## src/rtl/payphone_pkg.sv

```systemverilog
package payphone_pkg;

   typedef enum logic [2:0] {
      ST_IDLE      = 3'd0,
      ST_NEED_COIN = 3'd1,
      ST_COIN_HELD = 3'd2,
      ST_LINE_BUSY = 3'd3,
      ST_TALK      = 3'd4,
      ST_DONE      = 3'd5,
      ST_FAULT     = 3'd6
   } call_state_t;

   function automatic logic coin_is_held(call_state_t s);
      return (s == ST_COIN_HELD) || (s == ST_LINE_BUSY);
   endfunction

endpackage

```

## src/rtl/pp_slot_timer.sv

```systemverilog
module pp_slot_timer #(
   parameter int SLOT_S   = 60,
   parameter int PROMPT_S = 45
) (
   input  logic clk,
   input  logic rst,
   input  logic run,
   input  logic tick,
   input  logic restart,
   output logic prompt,
   output logic expire
);
   localparam int CNT_W = (SLOT_S > 2) ? $clog2(SLOT_S) : 1;
   localparam logic [CNT_W-1:0] LAST      = CNT_W'(SLOT_S - 1);
   localparam logic [CNT_W-1:0] PROMPT_AT = CNT_W'(PROMPT_S);

   logic [CNT_W-1:0] secs;

   always_ff @(posedge clk) begin
      if (rst || !run) begin
         secs <= '0;
      end else if (restart) begin
         secs <= '0;
      end else if (tick) begin
         secs <= (secs == LAST) ? '0 : secs + 1'b1;
      end
   end

   assign expire = run & tick & ~restart & (secs == LAST);
   assign prompt = run & (secs >= PROMPT_AT);

   AST_SECS_IN_RANGE: assert property (@(posedge clk) disable iff (rst)
      secs <= LAST);
   AST_CLEAR_WHEN_STOPPED: assert property (@(posedge clk) disable iff (rst)
      !run |=> secs == '0);
   AST_PROMPT_ONLY_RUNNING: assert property (@(posedge clk) disable iff (rst)
      prompt |-> run);
   AST_RESTART_CLEARS: assert property (@(posedge clk) disable iff (rst)
      (run && restart) |=> !prompt);

endmodule

```

## src/rtl/pp_call_fsm.sv

```systemverilog
module pp_call_fsm
   import payphone_pkg::*;
(
   input  logic clk,
   input  logic rst,
   input  logic off_hook,
   input  logic coin_evt,
   input  logic line_busy,
   input  logic line_connected,
   input  logic line_fault,
   input  logic slot_prompt,
   input  logic slot_expire,
   output logic slot_run,
   output logic slot_restart,
   output logic coin_return,
   output logic call_enable,
   output logic call_terminate,
   output logic out_of_order
);
   call_state_t state, state_n;
   logic        ret_n, term_n;
   logic        ret_q, term_q;

   assign slot_run     = (state == ST_TALK);
   assign slot_restart = slot_run & coin_evt & slot_prompt;

   always_comb begin
      state_n = state;
      ret_n   = 1'b0;
      term_n  = 1'b0;
      if (line_fault) begin
         ret_n   = coin_is_held(state);
         state_n = ST_FAULT;
      end else begin
         case (state)
            ST_FAULT: if (!off_hook) state_n = ST_IDLE;
            ST_IDLE:  if (off_hook)  state_n = ST_NEED_COIN;
            default: begin
               if (!off_hook) begin
                  ret_n   = coin_is_held(state);
                  state_n = ST_IDLE;
               end else begin
                  case (state)
                     ST_NEED_COIN: if (coin_evt) state_n = ST_COIN_HELD;
                     ST_COIN_HELD: begin
                        if (line_busy)           state_n = ST_LINE_BUSY;
                        else if (line_connected) state_n = ST_TALK;
                     end
                     ST_TALK: begin
                        if (slot_expire) begin
                           term_n  = 1'b1;
                           state_n = ST_DONE;
                        end
                     end
                     default: state_n = state;
                  endcase
               end
            end
         endcase
      end
   end

   always_ff @(posedge clk) begin
      if (rst) begin
         state  <= ST_IDLE;
         ret_q  <= 1'b0;
         term_q <= 1'b0;
      end else begin
         state  <= state_n;
         ret_q  <= ret_n;
         term_q <= term_n;
      end
   end

   assign coin_return    = ret_q;
   assign call_terminate = term_q;
   assign call_enable    = (state == ST_TALK);
   assign out_of_order   = (state == ST_FAULT);

   AST_FAULT_OVERRIDES: assert property (@(posedge clk) disable iff (rst)
      line_fault |=> (out_of_order && !call_enable));
   AST_ONHOOK_DROPS_CALL: assert property (@(posedge clk) disable iff (rst)
      !off_hook |=> !call_enable);
   AST_TERM_AFTER_TALK: assert property (@(posedge clk) disable iff (rst)
      call_terminate |-> ($past(call_enable) && !call_enable));
   AST_RETURN_NEEDS_COIN: assert property (@(posedge clk) disable iff (rst)
      coin_return |-> $past(coin_is_held(state)));
   AST_FAULT_EXIT: assert property (@(posedge clk) disable iff (rst)
      $fell(out_of_order) |-> $past(!line_fault && !off_hook));
   AST_PULSE_SINGLE: assert property (@(posedge clk) disable iff (rst)
      call_terminate |=> !call_terminate);

endmodule

```

## src/rtl/payphone_ctrl.sv

```systemverilog
module payphone_ctrl #(
   parameter int SLOT_S    = 60,
   parameter int PROMPT_S  = 45,
   parameter bit COIN_EDGE = 1'b1
) (
   input  logic clk,
   input  logic rst,
   input  logic tick_1s,
   input  logic off_hook,
   input  logic coin_in,
   input  logic line_busy,
   input  logic line_connected,
   input  logic line_fault,
   output logic coin_return,
   output logic call_enable,
   output logic insert_coin_prompt,
   output logic call_terminate,
   output logic out_of_order
);
   if (SLOT_S < 2) begin : g_bad_slot
      $error("SLOT_S must be at least 2");
   end
   if (PROMPT_S < 1 || PROMPT_S >= SLOT_S) begin : g_bad_prompt
      $error("PROMPT_S must lie in 1 .. SLOT_S-1");
   end

   logic coin_evt;

   if (COIN_EDGE) begin : g_coin_edge
      logic coin_d;
      always_ff @(posedge clk) begin
         if (rst) coin_d <= 1'b0;
         else     coin_d <= coin_in;
      end
      assign coin_evt = coin_in & ~coin_d;
   end else begin : g_coin_level
      assign coin_evt = coin_in;
   end

   logic slot_run, slot_restart, slot_prompt, slot_expire;

   pp_slot_timer #(
      .SLOT_S   (SLOT_S),
      .PROMPT_S (PROMPT_S)
   ) u_timer (
      .clk     (clk),
      .rst     (rst),
      .run     (slot_run),
      .tick    (tick_1s),
      .restart (slot_restart),
      .prompt  (slot_prompt),
      .expire  (slot_expire)
   );

   pp_call_fsm u_fsm (
      .clk            (clk),
      .rst            (rst),
      .off_hook       (off_hook),
      .coin_evt       (coin_evt),
      .line_busy      (line_busy),
      .line_connected (line_connected),
      .line_fault     (line_fault),
      .slot_prompt    (slot_prompt),
      .slot_expire    (slot_expire),
      .slot_run       (slot_run),
      .slot_restart   (slot_restart),
      .coin_return    (coin_return),
      .call_enable    (call_enable),
      .call_terminate (call_terminate),
      .out_of_order   (out_of_order)
   );

   assign insert_coin_prompt = slot_prompt;

   AST_PROMPT_IN_CALL: assert property (@(posedge clk) disable iff (rst)
      insert_coin_prompt |-> call_enable);
   AST_NO_CALL_WHEN_FAULT: assert property (@(posedge clk) disable iff (rst)
      !(out_of_order && (call_enable || call_terminate)));

endmodule

```

## config.mk

```make
export PLATFORM = sky130hd
export DESIGN_NAME = payphone_ctrl
export DESIGN_NICKNAME = d
export VERILOG_FILES = /design/src/rtl/payphone_pkg.sv /design/src/rtl/pp_slot_timer.sv /design/src/rtl/pp_call_fsm.sv /design/src/rtl/payphone_ctrl.sv
export SDC_FILE = /design/constraint.sdc
export NUM_CORES = 1
export LEC_CHECK = 0
export ABC_AREA = 1
export BUFFER_PORTS_ARGS = -buffer_cell sky130_fd_sc_hd__buf_2
export CORE_MARGIN = 4
export CORE_UTILIZATION = 29
export DETAILED_ROUTE_END_ITERATION = 8
export GPL_TIMING_DRIVEN = 0
export PLACE_DENSITY = 0.52
export REMOVE_ABC_BUFFERS = 1
export SETUP_SLACK_MARGIN = 0.02
export SYNTH_ARGS = -nofsm -noshare
export SYNTH_HDL_FRONTEND = slang
export SYNTH_HIERARCHICAL = 1
export SYNTH_SLANG_ARGS = --single-unit
```

## constraint.sdc

```tcl
create_clock -name clk -period 2.8 [get_ports clk]
set_clock_uncertainty 0.15 [all_clocks]
set_input_delay 0.56 -clock clk [delete_from_list [all_inputs] [get_ports clk]]
set_output_delay 0.56 -clock clk [all_outputs]
set_load 0.1 [all_outputs]
```

After elaboration in Yosys (flattened, before gate mapping)
Index checks and enable logic that the tools add are counted.
Word-level totals
  logic and storage cells: 62
  output and inout bits: 5
  input bits: 8
  register bits: 12
Cells by class
  mux-type cells: 15
  magnitude comparators: 1
  bitwise logic cells: 11
  equality and inequality tests: 18
  add/subtract/negate cells: 1
  reductions and logical operators: 10
Operators with widths (count)
  3-bit two-way mux: 8
  6-bit AND reduction: 2
  5-bit inequality test, second input constant: 2
  3-bit case mux with 3 select lines: 1
  1-bit AND: 7
  6-bit by 1-bit adder with 6-bit output, second input constant: 1
  3-bit by 2-bit == test with 1-bit output, second input constant: 2
  3-bit == test, second input constant: 2
  6-bit == test, second input constant: 1
  6-bit >= comparator, second input constant: 1
  6-bit two-way mux: 1
  3-bit inequality test, second input constant: 2
  6-bit by 1-bit inequality test with 1-bit output, second input constant: 1
  6-bit inequality test, second input constant: 1
  3-bit case mux with 2 select lines: 1
  2-bit OR reduction: 3
  6-bit OR reduction: 1
  5-bit by 1-bit inequality test with 1-bit output, second input constant: 1
  5-bit by 3-bit inequality test with 1-bit output, second input constant: 1
  1-bit two-way mux: 4
  2-bit inequality test, second input constant: 2
  4-bit by 2-bit inequality test with 1-bit output, second input constant: 1
  4-bit inequality test, second input constant: 1
  1-bit NOT: 4
  4 further kinds: 5

Logic depth before layout (Yosys ltp)
  word-level depth: 12
  mapped depth: 19
  mapped depth without buffers: 17

Cells and area by module
Netlist, hierarchy kept.
By module, submodules not included
  pp_call_fsm: cells each 69, area each 400.4 um^2, seq. area each 100.1 um^2, times used 1
  pp_slot_timer: cells each 52, area each 357.8 um^2, seq. area each 120.1 um^2, times used 1
  payphone_ctrl: cells each 4, area each 31.3 um^2, seq. area each 20.0 um^2, times used 1

Worst setup path after synthesis
OpenSTA, ideal clock, no wires.
  path type: flip-flop to flip-flop
  start: register u_fsm.state[0]
  end: register u_fsm.state[2]
  arrival: 3.638 ns
  setup slack: -1.058 ns
  cell stages (with the launch flop): 20
  library setup time: 0.070 ns
  required time: 2.580 ns
  clock period less this slack: 3.858 ns
  buffers on the path: 2
  cell sequence: dfxtp_1 buf_6 nor2_2 nand2_1 inv_2 buf_4 nand2_1 a21oi_1 nand2_1 nor2_1 nor4_1 nand2_1 nand2_1 nand2_1 inv_1 nand2_1 nand2_1 nand2_1 nand2_1 a21oi_1
On the way
  longest elaborated chain between the ends: 8
  elaborated cells on any way between the ends: 23
  those cells by class: 10 x eq/ne; 4 x mux; 7 x bitwise; 2 x reduce/logical
RTL lines
  start: declaration: RTL line pp_call_fsm.sv:20  | call_state_t state, state_n;
  start signal: assignment: RTL line pp_call_fsm.sv:69  | state <= state_n;
  3-bit == test
  named net call_enable: RTL line payphone_ctrl.sv:15  | output logic call_enable,
  1-bit AND: RTL line pp_slot_timer.sv:30  | assign prompt = run & (secs >= PROMPT_AT);
  named net insert_coin_prompt: RTL line payphone_ctrl.sv:16  | output logic insert_coin_prompt,
  1-bit AND: RTL line pp_call_fsm.sv:25  | assign slot_restart = slot_run & coin_evt & slot_prompt;
  named net slot_restart: RTL line payphone_ctrl.sv:40  | logic slot_run, slot_restart, slot_prompt, slot_expire;
  1-bit NOT: RTL line pp_slot_timer.sv:29  | assign expire = run & tick & ~restart & (secs == LAST);
  1-bit AND (2 in series): RTL line pp_slot_timer.sv:29
  named net slot_expire: RTL line payphone_ctrl.sv:40
  5-bit inequality test (no source line)
  6-bit AND reduction (no source line)
The timed path passes the listed nets, and every way through them passes these cells.
A chain may end at the register's enable or synchronous reset.

Worst setup path after layout
  start: register u_fsm.state[0]
  end: output insert_coin_prompt
On the way
  longest elaborated chain between the ends: 2
RTL lines
  3-bit == test: RTL line pp_call_fsm.sv:24  | assign slot_run = (state == ST_TALK);
  1-bit AND: RTL line pp_slot_timer.sv:30
  end: declaration: RTL line payphone_ctrl.sv:16
Every way passes these cells.

==> flow_metrics.py <==
metrics = {
    "finish": {
        "multi_input_area_sq_um": 444,
        "syn_to_final_growth_pct": 12.8,
        "fin_util": 0.350,
        "n_fill_cell": 288,
        "final-seq-area_sq_um": 240,
        "final_cell_mix": "nand2_1 (26), nor2_1 (21), inv_1 (20)",
        "final_common_cell": "nand2_1",
        "nets": 151,
        "diodes": 0,
        "final_layout_size_suffix_gt1_frac": 0.167,
    },
    "synthesis": {
        "syn_area_sq_um": 790,
        "synth_warnings": 6,
        "synth_xor_area_frac": 0.0444,
        "netlist.area_leader.share": 0.304,
        "seq_area_frac_synth": 0.304,
        "synthAdderAreaFrac": 0.0475,
        "synth_compound_area_frac": 0.0824,
        "yosys.area_share.simple": 0.388,
        "synth_seq_cells": 12,
        "synthMuxAreaShare": 0,
        "synth_area_leader_cell": "dfxtp_1",
        "synth_area_per_cell_sq_um": 6.32,
        "synth_cells": 125,
        "synth_top_family_by_area": "simple AND/OR/NAND/NOR gates",
        "synthTopCellsByArea": "dfxtp_1 (30%), nand2_1 (12%), nor2_1 (10%)",
        "ys_types": 22,
    },
    "run": {
        "cap_violations": 0,
    },
    "sta": {
        "finalMaxSlewViolations": 0,
        "rsz0062_at_grt": "no",
        "fin_crit_ns": 2.50,
        "fmax_mhz": 401,
        "setup_viol": 0,
        "hold_viol": 0,
        "postLayoutSetupSlackWorst_ns": 0.303,
        "min_period_over_period": 0.892,
        "worstMarginPinSlew_ns": 0.486,
        "slew_headroom": 0.678,
    },
    "clock_tree": {
        "clock-sinks": 12,
        "clk_pin_slew_ns": 0.08,
        "ctsHoldBuffers": 0,
        "cts-resized-gates": 0,
        "cts_made_buffers": 3,
        "post_cts_buffers": 0,
        "cts.htree.levels": 1,
        "cts_tree": "done",
        "clockRootBuffer": "clkbuf_4",
        "clock_latency_ns": 0.27,
        "clock_path_buffers": 2,
    },
    "placed_design": {
        "io_buffers": 12,
        "place_ws_ns": 0.535,
        "dp_hpwl_um": 1310,
        "place.gp.congestion": 0.826,
    },
    "floorplan": {
        "num_io_pins": 13,
        "fp.dieW_um": 60.2,
        "dieArea_sq_um": 3620,
        "rows": 18,
        "start_util": 0.310,
        "fp.coreArea_sq_um": 2540,
        "fp.dieH_um": 60.2,
    },
    "power": {
        "pwr-share-comb": 0.283,
        "p_switching_mw": 0.153,
        "clkPwrFrac": 0.259,
        "p_int_mw": 0.259,
        "swShare": 0.372,
        "seqPwrFrac": 0.458,
        "ir_worst_vdd_mv": 0.204,
        "power_density_nw_per_um2": 463,
        "leakagePower_nw": 0.409,
    },
    "worst_setup_path": {
        "cp_max_fo": 9,
        "r2r_setup_slack_ns": 0.50,
        "cp_top_family": "buffers and inverters",
        "rr_startpoint": "u_fsm/state[0]",
        "cp_cell_sequence": "nor2_2, nand2_1, inv_2, nand2_1, a21oi_1, buf_2",
        "critPathBufInv": 2,
        "reg2reg_to": "u_fsm/state[2]",
        "critPathSlowestCell": "buf_2",
        "rr_worst_depth": 14,
        "critical_path_class": "flop to primary output",
        "critical-path-top-cell-by-count": "nand2_1",
        "start_kind": "flop",
        "slowest_delay_ns": 0.46,
        "end_kind": "primary output",
        "required_ns": 2.09,
        "worstPathArrival_ns": 1.79,
        "crit_start": "u_fsm/state[0]",
    },
    "status": {
        "status": "completed",
    },
    "grt": {
        "grt_pass1_vias": 690,
        "grt_pass1_wl_um": 2900,
        "grt_start_max_net_pins": 10,
        "grt_overflow": 0,
        "antenna_found_initial": 0,
        "grt_usage": 0.104,
    },
    "drt": {
        "drt_first_iter_violations": 47,
        "num_vias": 767,
        "wl_um": 1660,
        "viasPerCell": 4.57,
        "drc": 0,
        "ant_nets": 0,
        "first_pass_iters": 4,
        "routedWlPerCell_um": 9.90,
    },
    "hold_path": {
        "min_from": "coin_in",
        "worstHoldEndpoint": "g_coin_edge.coin_d",
        "hp-class": "input port to flop",
        "whs_path_depth": 3,
    },
}
## synth_stat cells
master,n
xor2_1,3
nand2_1,26
nor3_1,3
buf_6,1
ha_1,3
a21oi_1,6
a31oi_1,1
o21bai_1,1
nand3b_1,1
a311oi_1,1
dfxtp_1,12
inv_1,20
nor2_2,5
o31ai_1,1
nand4_1,2
nand3_1,9
inv_2,3
o21ai_1,1
nor4_1,3
xnor2_1,1
nor2_1,21
buf_4,1
## tightest hold or removal path: stages
cell    delay [ns]
buf_2         0.07
inv_1         0.04
nor2_1        0.07
## metal layers
layer  up-vias  routed length [um]  GRT usage
met5         -                   0          0
met4         0                   9     0.0475
met3         2                  72     0.0194
met2        14                 719      0.154
met1       331                 863      0.145
li1        420                   -          -
## metrics by stage
step	total power, mW	cell area, sq um	setup TNS, ns	hold slack, ns	instances
final	0.412	891	0	0.348	168
after global routing	0.442	891	0	0.364	168
after CTS	0.417	891	0	0.340	168
after detailed placement	0.309	868	0	0.390	165
after global placement	0.309	868	0	0.373	165
after floorplan	0.281	771	-7.49	0.344	123
## final cells by class
cell class | count | area share
multi-input combinational | 88 | 0.499
tap | 30 | 0.0421
clock buffer | 3 | 0.0253
timing repair buffer | 12 | 0.0674
sequential | 12 | 0.270
inverter | 23 | 0.0969
## kinds of logic (layout without fill, tap and decap cells)
family,count (synthesis),in the layout
simple gates,70,70
buf+inv,25,38
flops,12,12
compound gates,11,11
xor+xnor,4,4
fa+ha+maj,3,3
## worst max-delay path by stage
stage	end	slack [ns]	cells past startpoint
2_1_floorplan	u_fsm/state[2]	-0.92	17
3_3_place_gp	u_fsm/state[2]	0.51	17
3_5_place_dp	u_fsm/state[2]	0.53	14
4_1_cts	insert_coin_prompt	0.28	6
5_1_grt	insert_coin_prompt	0.13	6
6_report	insert_coin_prompt	0.30	6
## power by group through the flow
stage                     clock network [mW]  logic [mW]  registers (mW)
after floorplan                            0      0.0843           0.197
after global routing                   0.120       0.131           0.190
after CTS                              0.112       0.116           0.189
after global placement                     0       0.116           0.193
final                                  0.107       0.116           0.189
after detailed placement                   0       0.116           0.193
## flip-flops by register name, indices dropped and copies added (netlist names)
name / flops
u_fsm/coin_return: 1
u_fsm/call_terminate: 1
u_timer/secs: 6
u_fsm/state: 3
g_coin_edge.coin_d: 1
Power figures use the tool's default switching activity.
